<file path="src/rtl/cis_seq_pkg.sv">
`timescale 1ns/1ps
package cis_seq_pkg;

    localparam int unsigned DEF_HALF_DIV  = 4;
    localparam int unsigned DEF_REF_CLKS  = 64;
    localparam int unsigned DEF_PIX_CNT   = 864;
    localparam int unsigned DEF_LINE_CLKS = 1000;

    typedef enum logic [1:0] {
        CIS_RED   = 2'd0,
        CIS_GREEN = 2'd1,
        CIS_BLUE  = 2'd2
    } cis_color_e;

    // Phase markers of the divider, one system cycle wide each
    typedef struct packed {
        logic last;   // final cycle of the period: next edge raises sens_clk
        logic half;   // final high cycle: next edge lowers sens_clk
        logic mid;    // first low cycle: sampling point
    } cis_phase_t;

    function automatic cis_color_e cis_next_color(input cis_color_e c);
        case (c)
            CIS_RED:   return CIS_GREEN;
            CIS_GREEN: return CIS_BLUE;
            default:   return CIS_RED;
        endcase
    endfunction

    // LED vector ordered {blue, green, red}
    function automatic logic [2:0] cis_led_vec(input cis_color_e c, input logic on);
        logic [2:0] v;
        v = 3'b000;
        if (on) begin
            case (c)
                CIS_RED:   v = 3'b001;
                CIS_GREEN: v = 3'b010;
                default:   v = 3'b100;
            endcase
        end
        return v;
    endfunction

endpackage

</file>
<file path="src/rtl/cis_clkdiv.sv">
`timescale 1ns/1ps
module cis_clkdiv
    import cis_seq_pkg::*;
#(
    parameter int unsigned HALF_DIV = DEF_HALF_DIV
) (
    input  logic       clk,
    input  logic       rst,
    output logic       sclk,
    output cis_phase_t phase
);
    localparam int unsigned PERIOD = 2 * HALF_DIV;
    localparam int unsigned CW     = (PERIOD > 2) ? $clog2(PERIOD) : 1;

    logic [CW-1:0] cnt_q;

    always_ff @(posedge clk) begin
        if (rst)
            cnt_q <= '0;
        else if (cnt_q == CW'(PERIOD - 1))
            cnt_q <= '0;
        else
            cnt_q <= cnt_q + CW'(1);
    end

    assign sclk       = (cnt_q < CW'(HALF_DIV));
    assign phase.last = (cnt_q == CW'(PERIOD - 1));
    assign phase.half = (cnt_q == CW'(HALF_DIV - 1));
    assign phase.mid  = (cnt_q == CW'(HALF_DIV));

    // the clock is high right after every period wrap
    assert_wrap_high_R1: assert property (@(posedge clk) disable iff (rst)
        phase.last |=> sclk);

endmodule

</file>
<file path="src/rtl/cis_line_fsm.sv">
`timescale 1ns/1ps
module cis_line_fsm
    import cis_seq_pkg::*;
#(
    parameter int unsigned REF_CLKS  = DEF_REF_CLKS,
    parameter int unsigned PIX_CNT   = DEF_PIX_CNT,
    parameter int unsigned LINE_CLKS = DEF_LINE_CLKS,
    localparam int unsigned PW       = $clog2(LINE_CLKS + 1)
) (
    input  logic          clk,
    input  logic          rst,
    input  logic          scan_en,
    input  cis_phase_t    phase,
    output logic [PW-1:0] pos,
    output cis_color_e    color,
    output logic          start,
    output logic [2:0]    leds
);
    localparam logic [PW-1:0] LAST_PIX = PW'(REF_CLKS + PIX_CNT);
    localparam logic [PW-1:0] LINE_END = PW'(LINE_CLKS);

    logic [PW-1:0] pos_q;
    cis_color_e    color_q;
    cis_color_e    led_sel_q;
    logic          sp_q;
    logic          cont_q;
    logic          led_on_q;

    logic idle, at_end, launch;

    assign idle   = (pos_q == '0);
    assign at_end = (pos_q == LINE_END);
    assign launch = (idle && scan_en) ||
                    (at_end && ((color_q != CIS_BLUE) || cont_q));

    always_ff @(posedge clk) begin
        if (rst) begin
            pos_q     <= '0;
            color_q   <= CIS_RED;
            led_sel_q <= CIS_RED;
            sp_q      <= 1'b0;
            cont_q    <= 1'b0;
            led_on_q  <= 1'b0;
        end else begin
            // start pulse moves with the falling edge of the sensor clock
            if (phase.half) begin
                sp_q <= launch;
                if (idle && scan_en) begin
                    led_on_q  <= 1'b1;
                    led_sel_q <= CIS_RED;
                end
            end
            // clock counter moves with the rising edge
            if (phase.last) begin
                if (sp_q) begin
                    pos_q   <= PW'(1);
                    color_q <= idle ? CIS_RED : cis_next_color(color_q);
                end else if (idle || at_end) begin
                    pos_q <= '0;
                end else begin
                    pos_q <= pos_q + PW'(1);
                    if (pos_q == LAST_PIX) begin
                        led_sel_q <= cis_next_color(color_q);
                        if (color_q == CIS_BLUE) begin
                            cont_q   <= scan_en;
                            led_on_q <= scan_en;
                        end
                    end
                end
            end
        end
    end

    assign pos   = pos_q;
    assign color = color_q;
    assign start = sp_q;
    assign leds  = cis_led_vec(led_sel_q, led_on_q);

    // dark whenever idle and no start is pending
    assert_dark_idle_R2: assert property (@(posedge clk) disable iff (rst)
        (idle && !sp_q) |-> (leds == 3'b000));

    // a line end without a start pulse leaves the block idle and dark
    assert_stop_idle_R10: assert property (@(posedge clk) disable iff (rst)
        (phase.last && at_end && !sp_q) |=> (pos_q == '0 && leds == 3'b000));

    // a new sub-line only begins out of idle or the last clock
    assert_start_at_end_R7: assert property (@(posedge clk) disable iff (rst)
        (phase.last && sp_q) |-> (idle || at_end));

endmodule

</file>
<file path="src/rtl/cis_strobe_dec.sv">
`timescale 1ns/1ps
module cis_strobe_dec
    import cis_seq_pkg::*;
#(
    parameter int unsigned REF_CLKS  = DEF_REF_CLKS,
    parameter int unsigned PIX_CNT   = DEF_PIX_CNT,
    parameter int unsigned PW        = 10,
    localparam int unsigned IW       = $clog2(PIX_CNT + 1)
) (
    input  logic [PW-1:0] pos,
    input  logic          mid,
    output logic          pix_stb,
    output logic          ref_stb,
    output logic [IW-1:0] index
);
    localparam logic [PW-1:0] REF_LAST = PW'(REF_CLKS);
    localparam logic [PW-1:0] PIX_LAST = PW'(REF_CLKS + PIX_CNT);

    logic in_ref, in_pix;
    logic [PW-1:0] offs;

    assign in_ref  = (pos != '0) && (pos <= REF_LAST);
    assign in_pix  = (pos > REF_LAST) && (pos <= PIX_LAST);
    assign offs    = pos - REF_LAST;

    assign ref_stb = mid && in_ref;
    assign pix_stb = mid && in_pix;
    assign index   = in_pix ? IW'(offs) : '0;

endmodule

</file>
<file path="src/rtl/cis_seq.sv">
`timescale 1ns/1ps
module cis_seq
    import cis_seq_pkg::*;
#(
    parameter int unsigned HALF_DIV  = DEF_HALF_DIV,
    parameter int unsigned REF_CLKS  = DEF_REF_CLKS,
    parameter int unsigned PIX_CNT   = DEF_PIX_CNT,
    parameter int unsigned LINE_CLKS = DEF_LINE_CLKS
) (
    input  logic                         clk,
    input  logic                         rst,
    input  logic                         scan_en,
    output logic                         sens_clk,
    output logic                         sens_start,
    output logic                         led_red,
    output logic                         led_green,
    output logic                         led_blue,
    output logic                         pix_strobe,
    output logic                         ref_strobe,
    output logic [1:0]                   pix_color,
    output logic [$clog2(PIX_CNT+1)-1:0] pix_index
);
    localparam int unsigned PW = $clog2(LINE_CLKS + 1);
    localparam logic [PW-1:0] PIX_LAST = PW'(REF_CLKS + PIX_CNT);

    cis_phase_t    phase;
    logic [PW-1:0] pos;
    cis_color_e    color;
    logic [2:0]    leds;

    cis_clkdiv #(.HALF_DIV(HALF_DIV)) u_div (
        .clk   (clk),
        .rst   (rst),
        .sclk  (sens_clk),
        .phase (phase)
    );

    cis_line_fsm #(
        .REF_CLKS  (REF_CLKS),
        .PIX_CNT   (PIX_CNT),
        .LINE_CLKS (LINE_CLKS)
    ) u_fsm (
        .clk     (clk),
        .rst     (rst),
        .scan_en (scan_en),
        .phase   (phase),
        .pos     (pos),
        .color   (color),
        .start   (sens_start),
        .leds    (leds)
    );

    cis_strobe_dec #(
        .REF_CLKS (REF_CLKS),
        .PIX_CNT  (PIX_CNT),
        .PW       (PW)
    ) u_dec (
        .pos     (pos),
        .mid     (phase.mid),
        .pix_stb (pix_strobe),
        .ref_stb (ref_strobe),
        .index   (pix_index)
    );

    assign led_red   = leds[0];
    assign led_green = leds[1];
    assign led_blue  = leds[2];
    assign pix_color = color;

    assert_start_on_fall_R3: assert property (@(posedge clk) disable iff (rst)
        !$stable(sens_start) |-> $fell(sens_clk));

    assert_led_onehot_R8: assert property (@(posedge clk) disable iff (rst)
        $onehot0({led_blue, led_green, led_red}));

    assert_strobe_excl_R12: assert property (@(posedge clk) disable iff (rst)
        !(pix_strobe && ref_strobe));

    assert_strobe_low_R12: assert property (@(posedge clk) disable iff (rst)
        (pix_strobe || ref_strobe) |-> !sens_clk);

    assert_index_range_R5: assert property (@(posedge clk) disable iff (rst)
        pix_strobe |-> (pix_index != '0 && pix_index <= ($clog2(PIX_CNT+1))'(PIX_CNT)));

    assert_blank_quiet_R6: assert property (@(posedge clk) disable iff (rst)
        (pos > PIX_LAST) |-> !(pix_strobe || ref_strobe));

endmodule

</file>
<file path="config.mk">
export PLATFORM = sky130hd
export DESIGN_NAME = cis_seq
export DESIGN_NICKNAME = d
export VERILOG_FILES = /design/src/rtl/cis_seq_pkg.sv /design/src/rtl/cis_clkdiv.sv /design/src/rtl/cis_line_fsm.sv /design/src/rtl/cis_strobe_dec.sv /design/src/rtl/cis_seq.sv
export SDC_FILE = /design/constraint.sdc
export NUM_CORES = 1
export LEC_CHECK = 0
export BUFFER_PORTS_ARGS = -buffer_cell sky130_fd_sc_hd__buf_2
export CELL_PAD_IN_SITES_DETAIL_PLACEMENT = 1
export CELL_PAD_IN_SITES_GLOBAL_PLACEMENT = 1
export CORE_MARGIN = 4
export CORE_UTILIZATION = 37
export CTS_BUF_LIST = sky130_fd_sc_hd__clkbuf_8 sky130_fd_sc_hd__clkbuf_16
export DETAILED_ROUTE_END_ITERATION = 10
export GPL_TIMING_DRIVEN = 0
export PLACE_DENSITY_LB_ADDON = 0.1
export SYNTH_ARGS = -nofsm -noshare
export SYNTH_HDL_FRONTEND = slang
export SYNTH_SLANG_ARGS = --single-unit
</file>
<file path="constraint.sdc">
create_clock -name clk -period 2.05 [get_ports clk]
set_clock_uncertainty 0.05 [all_clocks]
set_input_delay 0.615 -clock clk [delete_from_list [all_inputs] [get_ports clk]]
set_output_delay 0.615 -clock clk [all_outputs]
set_load 0.01 [all_outputs]
</file>
==> results of run 1 <==
## what timing repair did
action | in CTS | in global routing
endpoints found under the setup margin | 12 | 14
resized for setup | 25 | 12
pin swaps | 8 | 6
buffers inserted | 18 | 2
## layout by cell type (no fill, tap or decap), drive strengths merged, types with 2 or more instances in the layout
cell type,n
nor2b,3
inv,10
buf,44
nor2,21
nand2,6
xnor2,5
xor2,5
nand4,9
clkbuf,5
nand3,6
a21oi,6
ha,10
and4b,2
nor3,8
dfxtp,20
nor4b,2
nand2b,4
and2,6
nor4,2
## report_power, final
part / switching, mW / total, mW / internal [mW]
logic: 0.0260 / 0.0431 / 0.0171
registers: 0.00635 / 0.392 / 0.386
clock network: 0.130 / 0.264 / 0.133
total: 0.162 / 0.699 / 0.536
## logic make-up (layout without fill, tap and decap cells)
logic type | Yosys count | after routing | share of synthesized area, %
adders and majority gates | 10 | 10 | 9.91
muxes | 1 | 1 | 0.793
buffers and inverters | 16 | 59 | 6.14
AOI/OAI and AO/OA | 16 | 16 | 10.3
DFF | 20 | 20 | 31.7
xor gates and xnor gates | 10 | 10 | 6.94
and+or+nand+nor | 75 | 75 | 34.2
## path summary, 6_finish.rpt
path | start | to | slack (ns) | cells past startpoint
max reg2reg | u_div.cnt_q[0] | u_fsm.led_sel_q[0] | 0.18 | 6
min reg2reg | u_div.cnt_q[0] | u_div.cnt_q[0] | 0.43 | 1
min | u_div.cnt_q[0] | u_div.cnt_q[0] | 0.43 | 1
max | u_fsm.pos[2] | pix_strobe | -0.52 | 6
## state kept, by name, indices dropped and copies added (netlist names)
name / cells
u_fsm.pos: 10
u_div.cnt_q: 3
u_fsm.color: 2
u_fsm.led_sel_q: 2
u_fsm.cont_q: 1
u_fsm.led_on_q: 1
u_fsm.start: 1
## area by class of cell
| type | count | share of cell area (%) |
|---|---|---|
| multi-input cells | 112 | 49.4 |
| clock buffers | 3 | 2.29 |
| plain buffers | 5 | 1.95 |
| inverters | 9 | 2.29 |
| flip-flops and latches | 20 | 23.7 |
| repair buffers | 41 | 17.0 |
| well taps | 44 | 3.06 |
| clock inverters | 1 | 0.209 |
## worst max-delay path, cell delays in order (launching register included)
cell and delay (ns):
dfxtp_4 0.36, nor4_4 0.30, a41oi_2 0.22, o31a_1 0.32
buf_4 0.15, and3_4 0.17, buf_6 0.11
## routing by layer
layer | global-route usage [%] | up-vias
met5 | 0 | -
met4 | 6.35 | 0
met3 | 4.42 | 4
met2 | 34.4 | 24
met1 | 19.8 | 615
li1 | - | 602
## through the flow
stage	worst slack, ns	area, µm²	hold slack (ns)	TNS, ns
final	-0.517	1800	0.427	-5.10
after global routing	-0.582	1800	0.473	-5.95
after CTS	-0.468	1740	0.434	-5.07
after detailed placement	-0.391	1460	0.421	-3.99
after global placement	-0.370	1460	0.398	-4.12
after floorplan	-0.0333	1300	0.377	-0.0726
==> summary.md, run 1 <==
| Metric | Value |
|---|---|
| Status | `complete, but fails checks` |
| Failing checks | `negative setup slack` |
| H-Tree Depth | `1` |
| Vias in the first global route | `approximately 1,300` |
| Final setup fails | `12` |
| GRT overflow | `0` |
| Metal3 WL | `between 100 and 150 µm` |
| Hold_buf cts | `0` |
| Fill cells | `386` |
| Final Hold Violating Endpoints | `0` |
| Final period util | `125%` |
| CTS tree | `done` |
| Synth top area cells | `dfxtp_1, ha_1, nor2_1` |
| FFs w/ async S/R, synth | `0%` |
| Top-area cell type share of the netlist area | `between 30% and 40%` |
| Count leader, synth | `nor2_1` |
| RSZ-0062 raised after global routing | `yes` |
| Slew Viols, Final | `0` |
| Crit end category | `output port` |
| DRT Pass-1 Iters | `4` |
| Routability Congestion | `approximately 0.76` |
| Min cycle time layout | `about 2.6 ns` |
| Total placed cells including tap cells | `about 210` |
| Worst hold path class | `flip-flop to flip-flop` |
| CTS root buf | `clkbuf_8` |
| Post-DP HPWL | `between 2000 and 2500 µm` |
| Largest area contributor in the netlist | `dfxtp_1` |
| Commonest cells in the synthesized netlist | `nor2_1, dfxtp_1, ha_1` |
| Die Y | `between 60 and 70 µm` |
| Sequential element share of the synthesized area | `about a third` |
| # IOs | `22` |
| Core box area | `0.00315 mm²` |
| Detailed-route wire length per cell | `16.0 µm` |
| Met2 wire len | `2040 µm` |
| Post-synth cell types | `41` |
| Layout cells sized above 1 | `between 40% and 50%` |
| Crit start category | `flip-flop` |
| DIE WIDTH | `between 60 and 70 µm` |
| Fin util | `between 50% and 60%` |
| Clk_lat worst skew | `roughly 0.26 ns` |
| EDFF count, synth | `0` |
| Worst Tran Pin Value | `roughly 0.51 ns` |
| Max VDD drop | `approximately 0.40 mV` |
| Register area | `between 400 and 500 µm²` |
| Multi-input gate area | `890 µm²` |
| All-Layer GR Usage | `18.4%` |
| PD cells | `388 mW/mm²` |
| Final Non-Filler Cells | `between 200 and 250` |
| P_leak | `around 0.76 nW` |
| Num rows | `20` |
| First-pass GRT wire length | `between 6000 and 7000 µm` |
| Max_cap viols | `0` |
| Port Buf Inserts | `21` |
| Inserted Clock Buffers | `3` |
| Fin nets | `between 200 and 250` |
| Critical Path AT | `~1.9 ns` |
| Worst EP required | `about 1.4 ns` |
| Initial antenna violation count | `0` |
| # DRC | `0` |
| Top sig layer | `met4` |
| Final worst slack | `-0.517 ns` |
| M1 WL | `1550 µm` |
| Net Count, Synth | `161` |
| Reg clk slew, reported paths | `roughly 0.080 ns` |
| Syn avg cell area | `~8.5 µm²` |
| DR vias/cell | `between 5 and 6` |
| Total die area | `around 0.0044 mm²` |
| Ant. Diodes | `0` |
| Routed WL | `between 3000 and 4000 µm` |
| Mapped Cells | `about 150` |
| FMAX | `0.390 GHz` |
| Clock sink count | `20` |
| Cell Area, Synth | `0.00126 mm²` |
| Clock buffer depth | `2` |
| Top_reg_cell synth | `dfxtp_1` |
| Max_slew headroom | `between 60 and 70%` |
| Synth Register Bits | `20` |
| Total power | `0.699 mW` |
| Largest net degree at the start of global routing | `12` |
| Antenna-violating nets left | `0` |
| Crit Path Max Fanout | `3` |
| P&R area growth vs syn | `42.5%` |
| Starting Density | `40.0%` |
| Initial DRC count | `79` |
| Synth warn | `0` |
| Worst setup path category | `flip-flop to output port` |
| Via Count | `around 1,200` |
Note: power is estimated with default switching activity, not from simulation.
==> run 2: changes to the inputs <==
Settings changed: GPL_TIMING_DRIVEN 0 to default, SETUP_SLACK_MARGIN from default to 0.2.
==> summary.md, run 2 (synthesis gave the netlist of run 1 again) <==
| Metric | Value |
|---|---|
| Status | `complete, but fails checks` |
| Failing checks | `negative setup slack` |
| Worst hold path class | `flip-flop to flip-flop` |
| Total die area | `0.00441 mm² (unchanged)` |
| Worst EP required | `1.38 ns (about the same)` |
| Vias in the first global route | `1,483 (+16%)` |
| Port Buf Inserts | `21 (unchanged)` |
| RSZ-0062 raised after global routing | `yes` |
| Min cycle time layout | `2.58 ns (+0.0178 ns)` |
| Critical Path AT | `1.92 ns (+0.02 ns)` |
| Comb power frac | `7.9% (+1.7 points)` |
| Max_cap viols | `0 (unchanged)` |
| Max reg flops | `10 (unchanged)` |
| Dpl ws | `-0.307 ns (+0.0847 ns)` |
| Clock group share of total power | `38.6% (+0.9 points)` |
| Inserted Clock Buffers | `3 (unchanged)` |
| Post-DP HPWL | `2960 µm (+21%)` |
| CP bufs+invs | `2 (unchanged)` |
| P&R area growth vs syn | `63.0%` |
| Seq pwr share | `53.5% (-2.6 points)` |
| Starting Density | `40.0% (unchanged)` |
| Detailed-route wire length per cell | `20.1 µm (+25%)` |
| Die Y | `66.4 µm (unchanged)` |
| Final period util | `126% (+0.87 points)` |
| Largest net degree at the start of global routing | `14 (+2)` |
| Worst-case reg-to-reg path depth | `8 (+2)` |
| Final Non-Filler Cells | `254 (+8.1%)` |
| Crit Path Max Fanout | `5 (+2)` |
| Reg clk slew, reported paths | `0.08 ns (about the same)` |
| Final worst slack | `-0.535 ns (-0.0178 ns)` |
| Total power | `0.736 mW (+5.4%)` |
| Largest reg by FF count | `u_fsm.pos` |
| Layout cells sized above 1 | `54.3% (+12 points)` |
| Final setup fails | `12 (unchanged)` |
| Final Hold Violating Endpoints | `0 (unchanged)` |
| Initial DRC count | `95 (+20%)` |
| Initial antenna violation count | `0 (unchanged)` |
| Clk_lat worst skew | `0.27 ns (about the same)` |
| Hold depth | `1 (unchanged)` |
| PD cells | `358 mW/mm² (-7.9%)` |
| Via Count | `1,394 (+12%)` |
| CTS root buf | `clkbuf_8` |
| DIE WIDTH | `66.4 µm (unchanged)` |
| # DRC | `0 (unchanged)` |
| Clock sink count | `20 (unchanged)` |
| H-Tree Depth | `1 (unchanged)` |
| Ant. Diodes | `0 (unchanged)` |
| # IOs | `22 (unchanged)` |
| Routed WL | `5090 µm (+35%)` |
| GRT overflow | `0 (unchanged)` |
| Fin nets | `224 (+9.3%)` |
| Clock buffer depth | `2 (unchanged)` |
| Total placed cells including tap cells | `237 (+11%)` |
| Worst Tran Pin Value | `0.299 ns (-0.208 ns)` |
| First-pass GRT wire length | `7400 µm (+20%)` |
| Largest delay share family, worst path | `compound AO/OA/AOI/OAI gates` |
| Critical-path cell list | `inv_4 > ha_4 > nor4b_4 > a311o_2 > o31a_1 > and2_1 > buf_2` |
| Num rows | `20 (unchanged)` |
| Switching share of power | `26.1% (+2.9 points)` |
| CTS tree | `done` |
| FMAX | `0.387 GHz (-0.69%)` |
| DRT Pass-1 Iters | `4 (unchanged)` |
| Slew Viols, Final | `0 (unchanged)` |
| Max VDD drop | `0.296 mV (-26%)` |
| Critical path's largest stage delay | `0.37 ns (about the same)` |
| Biggest registers after layout | `u_fsm.pos x10, u_div.cnt_q x3` |
| Worst setup path category | `flip-flop to output port` |
| Crit end category | `output port` |
| DR vias/cell | `5.49 (+3.6%)` |
| Antenna-violating nets left | `0 (unchanged)` |
| CP Depth | `7 (+1)` |
| Internal power | `0.544 mW (+1.4%)` |
| All-Layer GR Usage | `22.6% (+4.2 points)` |
| Core box area | `0.00315 mm² (unchanged)` |
| Hold_buf cts | `0 (unchanged)` |
| CP max-delay cell | `dfxtp_4` |
| Most frequent cells in the layout | `buf_4, buf_2, dfxtp_1, nor2_1, buf_6` |
| Max_slew headroom | `79.9% (+14 points)` |
| Routability Congestion | `0.801 (+5.8%)` |
| P_leak | `0.866 nW (+14%)` |
| Leading cell type in the layout, fill and taps excluded | `buf_4` |
| Sw power | `0.192 mW (+18%)` |
| Crit start category | `flip-flop` |
## run 2: what timing repair did
item                       4_1_cts  5_1_grt
gates resized for setup         27       33
setup endpoints to repair       23       25
buffers inserted                 7        6
pin swaps                       12       11
## run 2: cell type report
type,instances,area [µm²]
clock buffers,3,41.3
clock inverters,1,3.75
fillers,384,1090
inverters,9,41.3
multi-input cells,112,996
flip-flops and latches,20,424
well taps,44,55.1
repair buffers,65,497
## run 2: power groups by stage
stage	logic, mW	registers [mW]	clock network, mW
2_1_floorplan	0.0259	0.406	0
3_3_place_gp	0.0397	0.406	0
3_5_place_dp	0.0424	0.407	0
4_1_cts	0.0491	0.395	0.287
5_1_grt	0.0632	0.395	0.311
6_report	0.0582	0.394	0.284
## run 2: worst paths after layout
kind                     to  slack [ns]      startpoint
max reg2reg    u_fsm.pos[8]        0.11    u_fsm.pos[6]
min reg2reg  u_div.cnt_q[0]        0.44  u_div.cnt_q[0]
max            pix_index[5]       -0.53    u_fsm.pos[1]
min          u_div.cnt_q[0]        0.44  u_div.cnt_q[0]
## run 2: stage by stage
step	utilization (%)	area, µm²	TNS [ns]	hold WS (ns)
6_report	65.3	2060	-5.74	0.436
4_1_cts	59.8	1890	-5.05	0.422
5_1_grt	65.3	2060	-6.54	0.459
3_5_place_dp	52.5	1650	-2.74	0.410
3_3_place_gp	52.5	1650	-2.52	0.392
2_1_floorplan	-	1310	-0.0537	0.377
## run 2: layer usage
| metal | track usage (%) | part of all wire (%) |
|---|---|---|
| met5 | 0 | 0 |
| met4 | 9.14 | 3.0 |
| met3 | 3.74 | 3.6 |
| met2 | 42.5 | 54 |
| met1 | 24.5 | 39 |
==> run 3: changes to the inputs <==
Settings changed: PLACE_DENSITY from default to 0.79, PLACE_DENSITY_LB_ADDON 0.1 to default.
==> summary.md, run 3 (synthesis gave the netlist of run 1 again) <==
| Metric | Value |
|---|---|
| Leading cell type in the layout, fill and taps excluded | `buf_4` |
| Port Buf Inserts | `21 (unchanged)` |
| Biggest registers after layout | `u_fsm.pos x10, u_div.cnt_q x3` |
| P_leak | `0.843 nW (-2.6%)` |
| DR vias/cell | `5.48 (-0.15%)` |
| Setup TNS | `-5.72 ns (+0.0187 ns)` |
| Final worst slack | `-0.580 ns (-0.0455 ns)` |
| Final Non-Filler Cells | `250 (-1.6%)` |
| Worst Tran Pin Value | `0.453 ns (+0.154 ns)` |
| First-pass GRT wire length | `7530 µm (+1.8%)` |
| Vias in the first global route | `1,505 (+1.5%)` |
| Total placed cells including tap cells | `236 (-0.42%)` |
| Detailed-route wire length per cell | `21.4 µm (+6.6%)` |
| Dpl ws | `-0.294 ns (+0.0130 ns)` |
| All-Layer GR Usage | `22.9% (+0.32 points)` |
| CP max-delay cell | `dfxtp_4` |
| Crit Path Max Fanout | `4 (-1)` |
| Clock buffer depth | `2 (unchanged)` |
| Max VDD drop | `0.491 mV (+66%)` |
| Num rows | `20 (unchanged)` |
| Initial antenna violation count | `0 (unchanged)` |
| Clk_lat worst skew | `0.28 ns (about the same)` |
| Fin nets | `220 (-1.8%)` |
| Initial DRC count | `57 (-40%)` |
| Final setup fails | `12 (unchanged)` |
| Routed WL | `5340 µm (+4.9%)` |
| Routability Congestion | `0.806 (+0.65%)` |
| P&R area growth vs syn | `66.0%` |
| GRT overflow | `0 (unchanged)` |
| RSZ-0062 raised after global routing | `yes` |
| CTS root buf | `clkbuf_8` |
| Crit path top cell by count | `buf_4` |
| Final period util | `128% (+2.2 points)` |
| Crit start category | `flip-flop` |
| Largest net degree at the start of global routing | `14 (unchanged)` |
| # IOs | `22 (unchanged)` |
| Max_cap viols | `0 (unchanged)` |
| Critical-path cell list | `inv_6 > buf_4 > ha_1 > nor4b_1 > buf_4 > nand2_4 > nand3_4 > nor4_2 > buf_2` |
| # DRC | `0 (unchanged)` |
| Hold_buf cts | `0 (unchanged)` |
| Antenna-violating nets left | `0 (unchanged)` |
| DRT Pass-1 Iters | `4 (unchanged)` |
| Ant. Diodes | `0 (unchanged)` |
| Worst setup path category | `flip-flop to output port` |
| Post-DP HPWL | `2970 µm (+0.21%)` |
| Via Count | `1,370 (-1.7%)` |
| CP bufs+invs | `4 (+2)` |
| Largest delay share family, worst path | `simple AND/OR/NAND/NOR gates` |
| Reg clk slew, reported paths | `0.08 ns (about the same)` |
| Most frequent cells in the layout | `buf_4, buf_6, buf_2, dfxtp_1, nor2_4` |
| Critical path's largest stage delay | `0.40 ns (+0.03 ns)` |
| Min cycle time layout | `2.63 ns (+0.0455 ns)` |
| Final Hold Violating Endpoints | `0 (unchanged)` |
| Inserted Clock Buffers | `3 (unchanged)` |
| Worst hold path class | `flip-flop to flip-flop` |
| Crit end category | `output port` |
| Max_slew headroom | `69.6% (-10 points)` |
| Max reg flops | `10 (unchanged)` |
| Core box area | `0.00315 mm² (unchanged)` |
| Slew Viols, Final | `0 (unchanged)` |
| Layout cells sized above 1 | `54.4% (+0.083 points)` |
| Die Y | `66.4 µm (unchanged)` |
| Largest reg by FF count | `u_fsm.pos` |
| Starting Density | `40.0% (unchanged)` |
| Worst EP required | `1.38 ns (about the same)` |
| FMAX | `0.380 GHz (-1.7%)` |
| Status | `complete, but fails checks` |
| H-Tree Depth | `1 (unchanged)` |
| Critical Path AT | `1.97 ns (+0.05 ns)` |
| DIE WIDTH | `66.4 µm (unchanged)` |
| Failing checks | `negative setup slack` |
| PD cells | `416 mW/mm² (+16%)` |
| Total die area | `0.00441 mm² (unchanged)` |
| Clock sink count | `20 (unchanged)` |
| CTS tree | `done` |
| WHS | `0.378 ns (-0.0585 ns)` |
## run 3: timing repair
| item | 4_1_cts | 5_1_grt |
|---|---|---|
| gates resized for setup | 32 | 37 |
| pin swaps | 20 | 11 |
| buffers inserted | 6 | 4 |
| hold endpoints to repair | 0 | 0 |
| endpoints found under the setup margin | 21 | 25 |
## run 3: report_power, final
part	leakage (nW)	internal [mW]	switching (mW)
Clock	0.0357	0.262	0.158
Sequential	0.167	0.388	0.00660
Combinational	0.640	0.0220	0.0356
## run 3: stage by stage
stage          util, %  cell area [µm²]  power [mW]
2_1_floorplan        -             1310       0.432
3_3_place_gp      52.2             1650       0.446
3_5_place_dp      52.2             1650       0.448
4_1_cts           60.4             1900       0.845
5_1_grt           66.5             2100       0.902
6_report          66.5             2100       0.873
## run 3: worst paths after layout
check             slack (ns)            from  depth (start not counted)             end
setup / recovery       -0.58    u_fsm.pos[6]                          9      ref_strobe
hold / removal          0.38  u_div.cnt_q[0]                          1  u_div.cnt_q[0]
setup reg to reg        0.07    u_fsm.pos[6]                         10    u_fsm.pos[2]
hold reg to reg         0.38  u_div.cnt_q[0]                          1  u_div.cnt_q[0]
## run 3: routing by layer
layer	track usage (%)	wire length, µm	vias to the layer above
li1	-	-	637
met1	22.6	2150	702
met2	47.5	2960	22
met3	4.08	113	9
met4	5.33	127	0
met5	0	0	-
## run 3: cell type report
type | count | area [µm²]
sequential | 20 | 423
clock buffer | 3 | 41.3
timing repair buffer | 61 | 493
inverter | 9 | 43.8
fill | 366 | 1060
multi-input combinational | 112 | 1010
tap | 44 | 55.1
clock inverter | 1 | 30.0
